`config.mk`:
```
export PLATFORM = sky130hd
export DESIGN_NAME = rfsh_sched
export DESIGN_NICKNAME = d
export VERILOG_FILES = /design/src/rtl/rfsh_pkg.sv /design/src/rtl/rfsh_tick.sv /design/src/rtl/rfsh_debt.sv /design/src/rtl/rfsh_seq.sv /design/src/rtl/rfsh_row.sv /design/src/rtl/rfsh_sched.sv
export SDC_FILE = /design/constraint.sdc
export NUM_CORES = 1
export LEC_CHECK = 0
export ABC_AREA = 1
export CAP_MARGIN = 20
export CELL_PAD_IN_SITES_DETAIL_PLACEMENT = 1
export CELL_PAD_IN_SITES_GLOBAL_PLACEMENT = 2
export CORE_MARGIN = 1.5
export CORE_UTILIZATION = 33
export CTS_CLUSTER_DIAMETER = 60
export DETAILED_ROUTE_END_ITERATION = 8
export PLACE_DENSITY = 0.91
export SETUP_SLACK_MARGIN = 0.15
export SYNTH_ARGS = -nofsm -noshare
export SYNTH_HDL_FRONTEND = slang
export SYNTH_SLANG_ARGS = --single-unit
```
`constraint.sdc`:
```
create_clock -name clk -period 5.5 [get_ports clk]
set_input_delay 1.1 -clock clk [delete_from_list [all_inputs] [get_ports clk]]
set_output_delay 1.1 -clock clk [all_outputs]
set_load 0.1 [all_outputs]
```
`src/rtl/rfsh_pkg.sv`:
```
package rfsh_pkg;

   typedef enum logic [1:0] {
      ST_IDLE  = 2'd0,
      ST_PRECH = 2'd1,
      ST_REF   = 2'd2,
      ST_BUSY  = 2'd3
   } rfsh_state_e;

endpackage

```
`src/rtl/rfsh_tick.sv`:
```
module rfsh_tick #(
   parameter int IVL_W = 16
) (
   input  logic             clk,
   input  logic             rst_n,
   input  logic [IVL_W-1:0] cfg_interval,
   output logic             tick
);

   logic [IVL_W-1:0] cnt;
   logic [IVL_W-1:0] last;

   assign last = cfg_interval - IVL_W'(1);
   assign tick = (cnt >= last);

   always_ff @(posedge clk or negedge rst_n) begin
      if (!rst_n) begin
         cnt <= '0;
      end else if (tick) begin
         cnt <= '0;
      end else begin
         cnt <= cnt + IVL_W'(1);
      end
   end

   // ticks are separated by at least one cycle for legal intervals
   p_tick_gap_r2: assert property (@(posedge clk) disable iff (!rst_n)
      (tick && cfg_interval >= IVL_W'(2) && $stable(cfg_interval)) |=> !tick);

endmodule

```
`src/rtl/rfsh_debt.sv`:
```
module rfsh_debt #(
   parameter int DEBT_W = 4
) (
   input  logic              clk,
   input  logic              rst_n,
   input  logic              tick,
   input  logic              issue,
   output logic [DEBT_W-1:0] debt
);

   localparam logic [DEBT_W-1:0] TOP = {DEBT_W{1'b1}};

   logic [DEBT_W-1:0] debt_nx;

   always_comb begin
      debt_nx = debt;
      unique case ({tick, issue})
         2'b10:   debt_nx = (debt == TOP) ? debt : debt + DEBT_W'(1);
         2'b01:   debt_nx = (debt == '0) ? debt : debt - DEBT_W'(1);
         default: debt_nx = debt;
      endcase
   end

   always_ff @(posedge clk or negedge rst_n) begin
      if (!rst_n) begin
         debt <= '0;
      end else begin
         debt <= debt_nx;
      end
   end

   // a refresh is only issued while one is owed
   p_issue_owed_r3: assert property (@(posedge clk) disable iff (!rst_n)
      issue |-> (debt != '0));

   // an issue without a tick lowers the count
   p_issue_dec_r3: assert property (@(posedge clk) disable iff (!rst_n)
      (issue && !tick) |=> (debt == $past(debt) - DEBT_W'(1)));

   // no wrap past the saturation value
   p_no_overflow_r10: assert property (@(posedge clk) disable iff (!rst_n)
      (debt == TOP && !issue) |=> (debt == TOP));

endmodule

```
`src/rtl/rfsh_seq.sv`:
```
module rfsh_seq
   import rfsh_pkg::*;
#(
   parameter int DEBT_W = 4,
   parameter int RFC_W  = 8
) (
   input  logic              clk,
   input  logic              rst_n,
   input  logic [DEBT_W-1:0] debt,
   input  logic [DEBT_W-1:0] cfg_debt_max,
   input  logic [RFC_W-1:0]  cfg_trfc,
   input  logic              acc_pending,
   input  logic              pre_ack,
   output logic              pre_req,
   output logic              ref_cmd,
   output logic              acc_block
);

   rfsh_state_e      st, st_nx;
   logic [RFC_W-1:0] tmr, tmr_nx;
   logic             owed;
   logic             urgent;
   logic             start;

   assign owed   = (debt != '0);
   assign urgent = owed && (debt >= cfg_debt_max);
   assign start  = owed && (!acc_pending || urgent);

   always_comb begin
      st_nx  = st;
      tmr_nx = tmr;
      unique case (st)
         ST_IDLE: begin
            if (start) st_nx = ST_PRECH;
         end
         ST_PRECH: begin
            if (pre_ack) st_nx = ST_REF;
         end
         ST_REF: begin
            tmr_nx = cfg_trfc - RFC_W'(1);
            st_nx  = (cfg_trfc <= RFC_W'(1)) ? ST_IDLE : ST_BUSY;
         end
         ST_BUSY: begin
            if (tmr <= RFC_W'(1)) begin
               st_nx = ST_IDLE;
            end else begin
               tmr_nx = tmr - RFC_W'(1);
            end
         end
         default: st_nx = ST_IDLE;
      endcase
   end

   always_ff @(posedge clk or negedge rst_n) begin
      if (!rst_n) begin
         st  <= ST_IDLE;
         tmr <= '0;
      end else begin
         st  <= st_nx;
         tmr <= tmr_nx;
      end
   end

   assign pre_req   = (st == ST_PRECH);
   assign ref_cmd   = (st == ST_REF);
   assign acc_block = (st != ST_IDLE);

   // pending traffic below the threshold defers refresh
   p_defer_r4: assert property (@(posedge clk) disable iff (!rst_n)
      (st == ST_IDLE && acc_pending && !urgent) |=> !pre_req);

   // threshold reached forces the sequence
   p_force_r5: assert property (@(posedge clk) disable iff (!rst_n)
      (st == ST_IDLE && urgent) |=> pre_req);

   // quiet bus with owed refreshes starts the sequence
   p_opportune_r6: assert property (@(posedge clk) disable iff (!rst_n)
      (st == ST_IDLE && !acc_pending && owed) |=> pre_req);

   // command only after a granted precharge
   p_ack_first_r7: assert property (@(posedge clk) disable iff (!rst_n)
      ref_cmd |-> $past(pre_req && pre_ack));

   // request held until acknowledged
   p_req_hold_r7: assert property (@(posedge clk) disable iff (!rst_n)
      (pre_req && !pre_ack) |=> pre_req);

   // single-cycle command
   p_pulse_r7: assert property (@(posedge clk) disable iff (!rst_n)
      ref_cmd |=> !ref_cmd);

   // blocking covers precharge and command cycles
   p_block_r8: assert property (@(posedge clk) disable iff (!rst_n)
      (pre_req || ref_cmd) |-> acc_block);

endmodule

```
`src/rtl/rfsh_row.sv`:
```
module rfsh_row #(
   parameter int ROWS = 8192
) (
   input  logic                    clk,
   input  logic                    rst_n,
   input  logic                    inc,
   output logic [$clog2(ROWS)-1:0] row
);

   localparam int ROW_W = $clog2(ROWS);
   localparam logic [ROW_W-1:0] LAST = ROW_W'(ROWS - 1);
   localparam bit POW2 = ((ROWS & (ROWS - 1)) == 0);

   logic [ROW_W-1:0] row_nx;

   generate
      if (POW2) begin : g_pow2
         assign row_nx = row + ROW_W'(1);
      end else begin : g_cmp
         assign row_nx = (row == LAST) ? '0 : row + ROW_W'(1);
      end
   endgenerate

   always_ff @(posedge clk or negedge rst_n) begin
      if (!rst_n) begin
         row <= '0;
      end else if (inc) begin
         row <= row_nx;
      end
   end

   // wrap after the last row
   p_wrap_r9: assert property (@(posedge clk) disable iff (!rst_n)
      (inc && row == LAST) |=> (row == '0));

   // single step otherwise
   p_step_r9: assert property (@(posedge clk) disable iff (!rst_n)
      (inc && row != LAST) |=> (row == $past(row) + ROW_W'(1)));

   // value stays inside the row range
   p_range_r9: assert property (@(posedge clk) disable iff (!rst_n)
      row <= LAST);

endmodule

```
`src/rtl/rfsh_sched.sv`:
```
module rfsh_sched #(
   parameter int IVL_W  = 16,
   parameter int RFC_W  = 8,
   parameter int DEBT_W = 4,
   parameter int ROWS   = 8192
) (
   input  logic                    clk,
   input  logic                    rst_n,
   input  logic [IVL_W-1:0]        cfg_interval,
   input  logic [RFC_W-1:0]        cfg_trfc,
   input  logic [DEBT_W-1:0]       cfg_debt_max,
   input  logic                    acc_pending,
   input  logic                    pre_ack,
   output logic                    pre_req,
   output logic                    ref_cmd,
   output logic                    acc_block,
   output logic [DEBT_W-1:0]       debt,
   output logic [$clog2(ROWS)-1:0] row_mirror
);

   generate
      if (IVL_W < 2) begin : g_bad_ivl
         $error("IVL_W must be at least 2");
      end
      if (RFC_W < 2) begin : g_bad_rfc
         $error("RFC_W must be at least 2");
      end
      if (DEBT_W < 1) begin : g_bad_debt
         $error("DEBT_W must be at least 1");
      end
      if (ROWS < 2) begin : g_bad_rows
         $error("ROWS must be at least 2");
      end
   endgenerate

   logic tick;

   rfsh_tick #(.IVL_W(IVL_W)) u_tick (
      .clk          (clk),
      .rst_n        (rst_n),
      .cfg_interval (cfg_interval),
      .tick         (tick)
   );

   rfsh_debt #(.DEBT_W(DEBT_W)) u_debt (
      .clk   (clk),
      .rst_n (rst_n),
      .tick  (tick),
      .issue (ref_cmd),
      .debt  (debt)
   );

   rfsh_seq #(.DEBT_W(DEBT_W), .RFC_W(RFC_W)) u_seq (
      .clk          (clk),
      .rst_n        (rst_n),
      .debt         (debt),
      .cfg_debt_max (cfg_debt_max),
      .cfg_trfc     (cfg_trfc),
      .acc_pending  (acc_pending),
      .pre_ack      (pre_ack),
      .pre_req      (pre_req),
      .ref_cmd      (ref_cmd),
      .acc_block    (acc_block)
   );

   rfsh_row #(.ROWS(ROWS)) u_row (
      .clk   (clk),
      .rst_n (rst_n),
      .inc   (ref_cmd),
      .row   (row_mirror)
   );

   // quiet outputs right after reset
   p_reset_quiet_r1: assert property (@(posedge clk) disable iff (!rst_n)
      $rose(rst_n) |-> (!ref_cmd && !pre_req && debt == '0));

endmodule

```
# --- Word level (Yosys, flattened, before mapping) ---
# Cells that the tools add are included.
word_totals:
  wordCells: 52
  inputBits: 32
  register_bits: 43
  out_inout_bits: 20
classes:
  n_mux: 11
  n_addsub: 7
  n_eq_ne: 12
  n_reduce_logical: 13
  order_cmp: 4
ops:
  columns: ["operator", "n"]
  rows:
  - ["adder 16 x 1 -> 16 bit, second input constant", 1]
  - [">= comparator 16 bit", 1]
  - ["<= comparator 8 x 1 -> 1 bit, second input constant", 2]
  - ["2-to-1 mux 16 bit", 1]
  - ["case mux 8 bit (2 select lines)", 1]
  - ["subtractor 16 x 1 -> 16 bit, second input constant", 1]
  - ["subtractor 8 x 1 -> 8 bit, second input constant", 2]
  - ["adder 13 x 1 -> 13 bit, second input constant", 1]
  - ["2-to-1 mux 2 bit", 4]
  - ["2-to-1 mux 4 bit", 2]
  - ["2-to-1 mux 8 bit", 1]
  - ["!= test 2 bit, second input constant", 4]
  - ["case mux 2 bit (4 select lines)", 1]
  - ["case mux 4 bit (2 select lines)", 1]
  - ["== test 2 bit, second input constant", 3]
  - ["AND reduction 3 bit", 2]
  - ["nonzero test 2 bit", 3]
  - ["adder 4 x 1 -> 4 bit, second input constant", 1]
  - ["== test 2 x 1 -> 1 bit, second input constant", 2]
  - ["== test 4 bit, second input constant", 1]
  - [">= comparator 4 bit", 1]
  - ["logical NOT 4 bit", 1]
  - ["!= test 2 x 1 -> 1 bit, second input constant", 2]
  - ["nonzero test 4 bit", 1]
  - ["other kinds (6)", 7]

# --- Logic depth before layout (Yosys ltp) ---
# Gate-level depths: netlist (run 1).
logic_depth:
  depth_word: 6
  mapped_depth: 23
  mapped_depth_nobuf: 22

# --- By module ---
# From an unflattened synthesis (run 1), not the netlist that was laid out.
unflattened:
  cells_unflattened: 508
  area_unflattened_um2: 3666.0
modules_own_cells:
  columns: ["module", "cells_per_inst", "seq_area_each_um2", "area_each_um2", "instances"]
  rows:
  - ["rfsh_tick", 222, 400.4, 1617.8, 1]
  - ["rfsh_seq", 159, 250.2, 1042.2, 1]
  - ["rfsh_row", 77, 325.3, 665.6, 1]
  - ["rfsh_debt", 50, 100.1, 340.3, 1]

# --- Worst setup path after synthesis (run 1) ---
# Ideal clock, no wire load.
synth_timing:
  path_type: "input to register"
  start: "input cfg_interval[0]"
  end: "register u_debt.debt[3]"
  stages: 23
  path_buffers: 1
  required_ns: 5.416
  t_arrival_ns: 3.998
  setup_slack_ns: 1.418
  setup_time_ns: 0.084
  path_cell_list: "inv_1 ha_1 nand2_1 nor2_1 nand4_1 xnor2_1 inv_1 ha_1 nand2_1 inv_1 nand3_1 nor2_1 nand4_1 nand3_2 buf_6 inv_1 ha_1 ha_1 a21oi_1 nand2_1 xnor2_1 inv_1 o21ai_0"
synth_between:
  elab_chain_cells: 5
  word_cells_on_any_way: 9
  cone_classes: "add/sub: 1; order compare: 1; eq/ne: 4; mux: 1; reduce/logical: 2"
synth_lines:
  columns: ["item", "line_no", "source"]
  rows:
  - ["start, declared", "rfsh_sched.sv:9", "input logic [IVL_W-1:0] cfg_interval,"]
  - ["subtractor 16 x 1 -> 16 bit *", "rfsh_tick.sv:13", "assign last = cfg_interval - IVL_W'(1);"]
  - [">= comparator 16 bit *", "rfsh_tick.sv:14", "assign tick = (cnt >= last);"]
  - ["== test 2 x 1 -> 1 bit or == test 2 bit (tied branches)", "rfsh_debt.sv:17", "unique case ({tick, issue})"]
  - ["!= test 2 bit (no line) or nonzero test 2 bit (tied branches)", null, null]
  - ["AND reduction 3 bit (no line)", null, null]
  - ["end signal, assigned", "rfsh_debt.sv:28", "debt <= debt_nx;"]
  - ["end, declared", "rfsh_debt.sv:8", "output logic [DEBT_W-1:0] debt"]
# Mark *: on every way between the ends. The rest lies on a longest branch, timed or not.
# A chain may end at the register's enable or synchronous reset.

# --- Worst setup path in the final report (run 1) ---
layout_timing:
  start: "input cfg_interval[2]"
  end: "register u_debt.debt[3]"
# Same word-level chain as after synthesis.

==> impl_metrics.tcl, run 1 <==
set metrics [dict create \
    dp_hpwl_mm 6.498 \
    setup_violations 0 \
    period_share_pct 85.11 \
    synth_most_common_cell "nand2_1" \
    max_slew_margin_pct 33.71 \
    cap_violations 0 \
    cts.sink_count 43 \
    max-clock-path-buffers 2 \
    slowest_delay_ps 450 \
    worstMarginPinSlew_ps 991.2 \
    dieHeight_um 104.0 \
    synth-seq-area-share_pct 31.93 \
    std_cell_rows 36 \
    hold_violations 0 \
    finalMaxSlewViolations 0 \
    synthTopCellsByArea "dfrtp_1, nand2_1, ha_1" \
    vias_per_cell 4.666 \
    vias 3028 \
    tritoncts "done" \
    drt_iter0_drc 91 \
    min_path_cells 2 \
    rrSetupSlack_ps 2660 \
    overflow 0 \
    critPathKind "in2reg" \
    synth.largest_area_cell "dfrtp_1" \
    clk_pin_slew_ps 90 \
    cts.htree.levels 2 \
    fin_util_pct 42.19 \
    antenna_found_initial 0 \
    synth_warnings 0 \
    cts_resized 0 \
    endpoint_kind "flip-flop" \
    coreArea_mm2 0.009819 \
    multi_input_area_mm2 0.002003 \
    initial_core_util_pct 34.31 \
    die-area_mm2 0.01083 \
    ctsHoldBuffers 0 \
    syn_area_mm2 0.003369 \
    post_cts_buffers 0 \
    finalPower_w 0.001803 \
    reg2reg_depth 15 \
    ys_types 34 \
    dieWidth_um 104.0 \
    io_buffers 51 \
    grt_max_degree 44 \
    first_pass_iters 4 \
    rsz0062_at_grt "no" \
    clockRootBuffer "clkbuf_8" \
    antennaDiodeCount 0 \
    ys_top_cells_by_count "nand2_1, inv_1, nor2_1" \
    synth_top_flop_cell "dfrtp_1" \
    syn_inst 459 \
    outcome "finished, final reports clean" \
    ff_latch_area_mm2 0.001076 \
    io-pin-count 52 \
    fill_cells 1257 \
    leakage_nw 2.061 \
    fmax_ghz 0.2136 \
    clock_skew_ps 6.625 \
    startpoint_type "primary input" \
    crit_fanout 18 \
    syn_avg_cell_area_um2 7.341 \
    tns_ps 0 \
    arrival_ps 4900 \
    cp.required_ps 5720 \
    place.gp.congestion 0.7967 \
    path_cells "clkdlybuf4s50_1 -> nor2_1 -> nand2_1 -> nor3_1 -> nand2_1 -> xnor2_1 -> inv_1 -> ha_1 -> nand2_1 -> inv_1 -> nand3_1 -> nor2_1 -> nand4_1 -> nand3_2 -> inv_1 -> ha_1 -> ha_1 -> a21oi_1 -> nand2_1 -> xnor2_1 -> inv_1 -> o21ai_0" \
    layout_min_cycle_time_ps 4681 \
    routed_wl_mm 8.029 \
    synth_top_area_share_pct 31.93 \
    cts_buffers 5 \
    synth_nets 523 \
    gr-usage-all-layers_pct 15.56 \
    ant_nets 0 \
    drcViolationCount 0 \
    drive_gt1_share_pct 4.845 \
    ys_ff_latch 43 \
    grt_pass1_vias 3187 \
    crit_path_top_delay_cell "clkdlybuf4s50_1" \
    insertion_delay_ps 300 \
    vdd_drop_max_mv 0.3336 \
    wl_per_cell_um 12.37 \
    synth_edf_count 0 \
    grt_pass1_wl_mm 14.23 \
    final_nets 579 \
    hp-class "reg2reg" \
    power.density_mw_per_mm2 435.2 \
    async_flop_share_pct 100.0 \
    syn2layout_area_growth_pct 22.95 \
]
kinds of logic (layout without fill, tap and decap cells):
family          count (synthesis)  count (layout)  synth area share [%]
flops                          43              43                 31.93
simple gates                  233             233                 30.23
xor+xnor                       43              43                 11.18
buf+inv                        74             131                 8.615
compound gates                 34              34                 5.942
fa+ha+maj                      32              32                 12.11
worst paths after layout:
| kind | startpoint | to |
|---|---|---|
| worst min-delay path | u_row.row[12]$_DFFE_PN0P_ | u_row.row[12]$_DFFE_PN0P_ |
| worst min register to register | u_row.row[12]$_DFFE_PN0P_ | u_row.row[12]$_DFFE_PN0P_ |
| min in group asynchronous | rst_n | u_row.row[7]$_DFFE_PN0P_ |
| worst max-delay path | cfg_interval[2] | u_debt.debt[3]$_DFFE_PN0P_ |
| worst max register to register | u_tick.cnt[13]$_DFF_PN0_ | u_debt.debt[3]$_DFFE_PN0P_ |
| max in group asynchronous | rst_n | u_seq.tmr[4]$_DFFE_PN0P_ |
stage by stage:
| step | cells | area (µm²) | hold slack (ps) | setup slack (ps) |
|---|---|---|---|---|
| after CTS | 648 | 4123 | 521.2 | 756.7 |
| after global placement | 640 | 4019 | 489.7 | 670.8 |
| final | 649 | 4143 | 515.7 | 818.9 |
| after floorplan | 459 | 3369 | 454.7 | 1418 |
| after global routing | 649 | 4143 | 539.4 | 416.4 |
| after detailed placement | 640 | 4019 | 500.0 | 451.3 |
registers in the layout, indices dropped and copies added, names as in the netlist:
| name | count |
|---|---|
| u_debt.debt | 4 |
| u_row.row | 13 |
| u_seq.st | 2 |
| u_seq.tmr | 8 |
| u_tick.cnt | 16 |
per-layer routing:
metal,routed length [µm],share of wire [%],track usage (%),vias up
li1,-,-,-,1552
met5,0,0,0,-
met3,195,2.4,2.130,4
met4,46,0.57,3.274,0
met2,3978,50,27.81,33
met1,3809,47,19.94,1439
area by class of cell:
class / count / area share (%)
clock buffer: 7 / 2.326
timing repair buffer: 52 / 12.68
inverter: 71 / 6.463
sequential: 43 / 25.97
tap: 133 / 4.017
multi-input combinational: 342 / 48.35
clock inverter: 1 / 0.1812
placed cells by master, fill, tap and decap left out, types with 15 or more instances in the layout:
| cell | count |
|---|---|
| clkdlybuf4s50_1 | 50 |
| dfrtp_1 | 43 |
| ha_1 | 31 |
| inv_1 | 70 |
| nand2_1 | 109 |
| nand3_1 | 30 |
| nor2_1 | 66 |
| o21ai_0 | 15 |
| xnor2_1 | 16 |
| xor2_1 | 27 |
worst max-delay path, delay by kind of cell:
| family | cells | cell delay [ps] |
|---|---|---|
| adders and majority gates | 3 | 890 |
| buffers and inverters | 5 | 720 |
| AOI/OAI and AO/OA | 2 | 300 |
| and+or+nand+nor | 10 | 1600 |
| xor gates and xnor gates | 2 | 310 |
report_power, final:
group          switching (W)  total [W]  leakage (nW)  internal, W
logic               0.000726    0.00105          1.45     0.000321
clock network       0.000109   0.000224        0.0505     0.000114
registers           0.000119   0.000532         0.557     0.000413
No activity file was read; power rests on OpenSTA's default activity.
==> run 2: changes to the inputs <==
- CORE_MARGIN: 1.5 -> 5
==> run 2 against run 1 <==
Routed wire length rose by 0.24%. Non-clock buffer count did not move. Maximum frequency rose by 1.6%. Final cell count did not move. Global-route usage fell by 2.1 points. Count of clock-buffer cells in the layout fell by 2. Worst setup slack improved by 73 ps. Critical endpoint unchanged.
==> impl_metrics.tcl, run 2 (same netlist as run 1, synthesis figures left out) <==
set metrics [dict create \
    top_register "u_tick.cnt" \
    dieWidth_um 111.0 \
    slowest_delay_ps 450 \
    io_buffers 51 \
    place.gp.congestion 0.8092 \
    reg_top3 "u_tick.cnt x16, u_row.row x13, u_seq.tmr x8" \
    hold_violations 0 \
    dp_hpwl_mm 6.600 \
    crit_path_top_delay_cell "clkdlybuf4s50_1" \
    min_path_cells 1 \
    wl_per_cell_um 12.40 \
    post_cts_buffers 0 \
    antenna_found_initial 0 \
    ctsHoldBuffers 0 \
    dieHeight_um 111.0 \
    post_dp_cell_area_mm2 0.004019 \
    vias_per_cell 4.610 \
    grt_max_degree 44 \
    power.density_mw_per_mm2 439.5 \
    rrSetupSlack_ps 2700 \
    drive_gt1_share_pct 4.845 \
    path_cells "clkdlybuf4s50_1 -> nor2_1 -> nand2_1 -> nor3_1 -> nand2_1 -> xnor2_1 -> inv_1 -> ha_1 -> nand2_1 -> inv_1 -> nand3_1 -> nor2_1 -> nand4_1 -> nand3_2 -> inv_1 -> ha_1 -> ha_1 -> a21oi_1 -> nand2_1 -> xnor2_1 -> inv_1 -> o21ai_0" \
    max-clock-path-buffers 2 \
    drcViolationCount 0 \
    fmax_ghz 0.2170 \
    grt_pass1_vias 3173 \
    drt_iter0_drc 121 \
    insertion_delay_ps 290 \
    reg2reg_depth 15 \
    cp.depth 22 \
    final_common_cell "nand2_1" \
    worstMarginPinSlew_ps 996.0 \
    leakage_nw 2.069 \
    hold_end "u_tick.cnt[0]$_DFF_PN0_" \
    critPathKind "in2reg" \
    finalMaxSlewViolations 0 \
    worstPathBufferInverterCount 5 \
    syn2layout_area_growth_pct 23.21 \
    arrival_ps 4830 \
    coreArea_mm2 0.009864 \
    routed_wl_mm 8.048 \
    r2r_end "u_debt.debt[3]$_DFFE_PN0P_" \
    cts_buffers 5 \
    grt_pass1_wl_mm 14.26 \
    timing.hold.ws_ps 515.7 \
    critPathTopFamily "simple AND/OR/NAND/NOR gates" \
    cts.sink_count 43 \
    fill_cells 1244 \
    final_cell_mix "nand2_1, inv_1, nor2_1" \
    hp-class "reg2reg" \
    final_nets 579 \
    multi_input_area_mm2 0.002003 \
    io-pin-count 52 \
    tns_ps 0 \
    tritoncts "done" \
    ff_latch_area_mm2 0.001076 \
    antennaDiodeCount 0 \
    rsz0062_at_grt "no" \
    layout_min_cycle_time_ps 4608 \
    std_cell_rows 36 \
    ant_nets 0 \
    outcome "finished, final reports clean" \
    setup_violations 0 \
    vias 2992 \
    cap_violations 0 \
    r2r_start "u_tick.cnt[13]$_DFF_PN0_" \
    clockRootBuffer "clkbuf_8" \
    max_slew_margin_pct 33.39 \
    initial_core_util_pct 34.16 \
    crit_fanout 18 \
    first_pass_iters 4 \
    clock_skew_ps 8.712 \
    largest_reg_flops 16 \
    gr-usage-all-layers_pct 13.43 \
    clk_pin_slew_ps 90 \
    fin_area_mm2 0.004151 \
    vdd_drop_max_mv 0.4826 \
    cts_resized 0 \
    hold_start "u_tick.cnt[0]$_DFF_PN0_" \
    startpoint_type "primary input" \
    endpoint_kind "flip-flop" \
    die-area_mm2 0.01233 \
    overflow 0 \
    period_share_pct 83.79 \
    cp.required_ps 5720 \
    cts.htree.levels 2 \
]
## run 2: cell count changes in the layout (fill, tap and decap cells not counted)
cell / before / now
clkinvlp_4: 1 / 0
clkbuf_8: 7 / 5
clkinv_4: 0 / 1
clkinv_2: 1 / 2
bufinv_16: 0 / 1
## run 2: routing by layer
| metal | up-vias | track usage (%) | routed length [µm] |
|---|---|---|---|
| met5 | - | 0 | 0 |
| met4 | 0 | 2.190 | 38 |
| met3 | 4 | 2.293 | 203 |
| met2 | 28 | 24.39 | 3981 |
| met1 | 1410 | 16.95 | 3823 |
| li1 | 1550 | - | - |
## run 2: how the worst max path moves through the flow
stage                     from                         end  slack, ps
6_report       cfg_interval[2]  u_debt.debt[3]$_DFFE_PN0P_        890
2_1_floorplan  cfg_interval[0]  u_debt.debt[3]$_DFFE_PN0P_       1420
3_5_place_dp   cfg_interval[2]  u_debt.debt[3]$_DFFE_PN0P_        540
4_1_cts        cfg_interval[2]  u_debt.debt[3]$_DFFE_PN0P_        850
5_1_grt        cfg_interval[2]  u_debt.debt[3]$_DFFE_PN0P_        400
3_3_place_gp   cfg_interval[2]  u_debt.debt[3]$_DFFE_PN0P_        690
## run 2: worst register-to-register path, cell delays in order (launching register included)
cell and delay (ps):
dfrtp_1 430, ha_1 330, nand2_1 80, inv_1 40, o21ai_0 130, nand2_1 70, nor2_1 130, nand3_2 330
inv_1 140, ha_1 240, ha_1 290, a21oi_1 150, nand2_1 70, xnor2_1 130, inv_1 50, o21ai_0 130
## run 2: area by class of cell
cell class,instances,area share [%]
tap,133,4.008
clock inverter,3,1.055
multi-input combinational,342,48.25
timing repair buffer,52,12.66
clock buffer,5,1.658
sequential,43,25.92
inverter,71,6.450
## run 2: through the flow
| step | std cells | total power [W] | setup WS [ps] | utilization, % |
|---|---|---|---|---|
| 2_1_floorplan | 459 | 0.001323 | 1418 | - |
| 3_3_place_gp | 640 | 0.001562 | 693.9 | 40.74 |
| 3_5_place_dp | 640 | 0.001598 | 539.1 | 40.74 |
| 4_1_cts | 648 | 0.001855 | 845.3 | 41.88 |
| 5_1_grt | 649 | 0.001993 | 404.0 | 42.09 |
| 6_report | 649 | 0.001825 | 891.8 | 42.09 |
## run 2: report_power, final
part           leakage (nW)  internal, W  switching, W
Combinational          1.45     0.000321      0.000725
Sequential            0.557     0.000413      0.000118
Clock                0.0581     0.000135      0.000111
Total                  2.07     0.000869      0.000955
==> run 3: changes to the inputs <==
- CORE_UTILIZATION: 33 -> 28
- PLACE_DENSITY: 0.91 -> 0.83
- clock period: 5.5 -> 3.7 ns (I/O delays scaled with it)
==> run 3 against run 2 <==
Utilization down 3.6 points. Clock skew decreased by 2.9 ps. Largest cell class unchanged. Sequential share of layout area down 2.5 points.
==> impl_metrics.tcl, run 3 (same netlist as run 1, synthesis figures left out) <==
set metrics [dict create \
    outcome "finished, final reports clean" \
    hold_violations 0 \
    drive_gt1_share_pct 18.90 \
    drt_iter0_drc 46 \
    vias 3147 \
    ant_nets 0 \
    post_dp_cell_area_mm2 0.004227 \
    die-area_mm2 0.01433 \
    antennaDiodeCount 0 \
    setup_violations 0 \
    rrSetupSlack_ps 1280 \
    fmax_ghz 0.2999 \
    ctsHoldBuffers 0 \
    critPathKind "in2reg" \
    antenna_found_initial 0 \
    startpoint_type "primary input" \
    period_share_pct 90.12 \
    place.gp.congestion 0.7694 \
    top_register "u_tick.cnt" \
    final_cell_mix "nand2_1, inv_1, nor2_1" \
    max_slew_margin_pct 33.75 \
    cts_buffers 5 \
    finalMaxSlewViolations 0 \
    cap_violations 0 \
    cp.required_ps 3900 \
    clock_skew_ps 5.841 \
    grt_max_degree 44 \
    layout_min_cycle_time_ps 3334 \
    clockRootBuffer "clkbuf_16" \
    io-pin-count 52 \
    drcViolationCount 0 \
    wl_per_cell_um 13.38 \
    cts.htree.levels 2 \
    overflow 0 \
    endpoint_kind "flip-flop" \
    cts.sink_count 43 \
    dieHeight_um 119.7 \
    reg_top3 "u_tick.cnt x16, u_row.row x13, u_seq.tmr x8" \
    dp_hpwl_mm 7.173 \
    gr-usage-all-layers_pct 13.42 \
    first_pass_iters 4 \
    std_cell_rows 40 \
    hp-class "in2async" \
    grt_pass1_vias 3474 \
    max-clock-path-buffers 2 \
    timing.hold.ws_ps 370.1 \
    rsz0062_at_grt "no" \
    clk_pin_slew_ps 60 \
    vdd_drop_max_mv 0.4488 \
    dieWidth_um 119.7 \
    largest_reg_flops 16 \
    fin_area_mm2 0.004589 \
    syn2layout_area_growth_pct 36.20 \
    grt_pass1_wl_mm 16.11 \
    io_buffers 51 \
    crit_fanout 4 \
    leakage_nw 2.301 \
    initial_core_util_pct 28.29 \
    final_nets 609 \
    power.density_mw_per_mm2 632.5 \
    finalPower_w 0.002903 \
    routed_wl_mm 9.259 \
    vias_per_cell 4.548 \
    insertion_delay_ps 280 \
    worstMarginPinSlew_ps 990.7 \
    fill_cells 1476 \
    coreArea_mm2 0.01191 \
    tritoncts "done" \
    final_common_cell "nand2_1" \
    arrival_ps 3540 \
]
==> run 3: changes by cell type in the layout (fill, tap and decap cells not counted), moves of 4 or more <==
| cell | previous run | this run |
|---|---|---|
| clkdlybuf4s50_1 | 50 | 32 |
| clkbuf_8 | 5 | 1 |
| ha_1 | 31 | 25 |
| inv_2 | 0 | 7 |
| nor2_2 | 1 | 9 |
| inv_1 | 70 | 63 |
| ha_4 | 0 | 6 |
| clkbuf_2 | 0 | 8 |
| dlymetal6s2s_1 | 0 | 5 |
| nand2_1 | 109 | 105 |
| clkbuf_16 | 0 | 5 |
| nor2_1 | 66 | 56 |
| buf_4 | 0 | 32 |
==> run 3: timing repair <==
item	4_1_cts	5_1_grt
resized for setup	37	41
pin swaps	22	26
endpoints found under the setup margin	4	4
buffers inserted	4	3
==> run 3: metrics by stage <==
stage | cells | setup slack [ps] | utilization [%] | setup TNS [ps]
finish | 692 | 365.6 | 38.53 | 0
global route | 692 | 138.0 | 38.53 | 0
CTS | 688 | 158.7 | 37.54 | 0
detailed placement | 677 | -379.5 | 35.48 | -1276
global placement | 677 | -180.3 | 35.48 | -632.9
floorplan | 459 | 166.2 | - | 0
==> run 3: critical path: stages <==
cell             delay, ps
clkdlybuf4s15_1        190
nor2_2                 140
nand2_2                 70
nor3_4                 230
nand2_1                100
xnor2_1                160
inv_1                   90
ha_4                   270
nand2_1                 70
inv_2                   90
nand3_4                 80
nor2_4                 110
nand4_1                 90
nand3_2                110
inv_2                   60
ha_4                   180
ha_4                   250
a21oi_2                110
nand2_1                 70
xnor2_1                140
inv_1                   60
o21ai_1                120
==> run 3: cell type report <==
type | count | area (µm²) | area share [%]
clock buffer | 6 | 138.9 | 3.026
clock inverter | 1 | 5.005 | 0.1091
inverter | 71 | 267.8 | 5.834
multi-input combinational | 342 | 2195 | 47.82
sequential | 43 | 1076 | 23.45
tap | 147 | 183.9 | 4.008
timing repair buffer | 82 | 723.2 | 15.76
==> run 3: path summary, 6_finish.rpt <==
check                                              start                         end  cells after the start
worst max-delay path                     cfg_interval[8]  u_debt.debt[3]$_DFFE_PN0P_                     22
worst min-delay path                               rst_n    u_row.row[7]$_DFFE_PN0P_                      1
worst min register to register   u_tick.cnt[0]$_DFF_PN0_     u_tick.cnt[0]$_DFF_PN0_                      1
worst max register to register  u_tick.cnt[13]$_DFF_PN0_  u_debt.debt[2]$_DFFE_PN0P_                     13
max in group asynchronous                          rst_n  u_debt.debt[2]$_DFFE_PN0P_                      2
min in group clk                 u_tick.cnt[0]$_DFF_PN0_     u_tick.cnt[0]$_DFF_PN0_                      1
==> run 3: power by group <==
group          switching [W]  leakage, nW  internal (W)
clock               0.000174       0.0727      0.000264
sequential          0.000179        0.557      0.000615
combinational        0.00114         1.67      0.000533
==> run 3: routing by layer <==
| layer | global-route usage, % | vias up | share of wire, % |
|---|---|---|---|
| met1 | 16.51 | 1501 | 46 |
| met5 | 0 | - | 0 |
| met4 | 2.577 | 0 | 0.72 |
| met2 | 24.51 | 33 | 50 |
| li1 | - | 1609 | - |
| met3 | 2.498 | 4 | 2.8 |
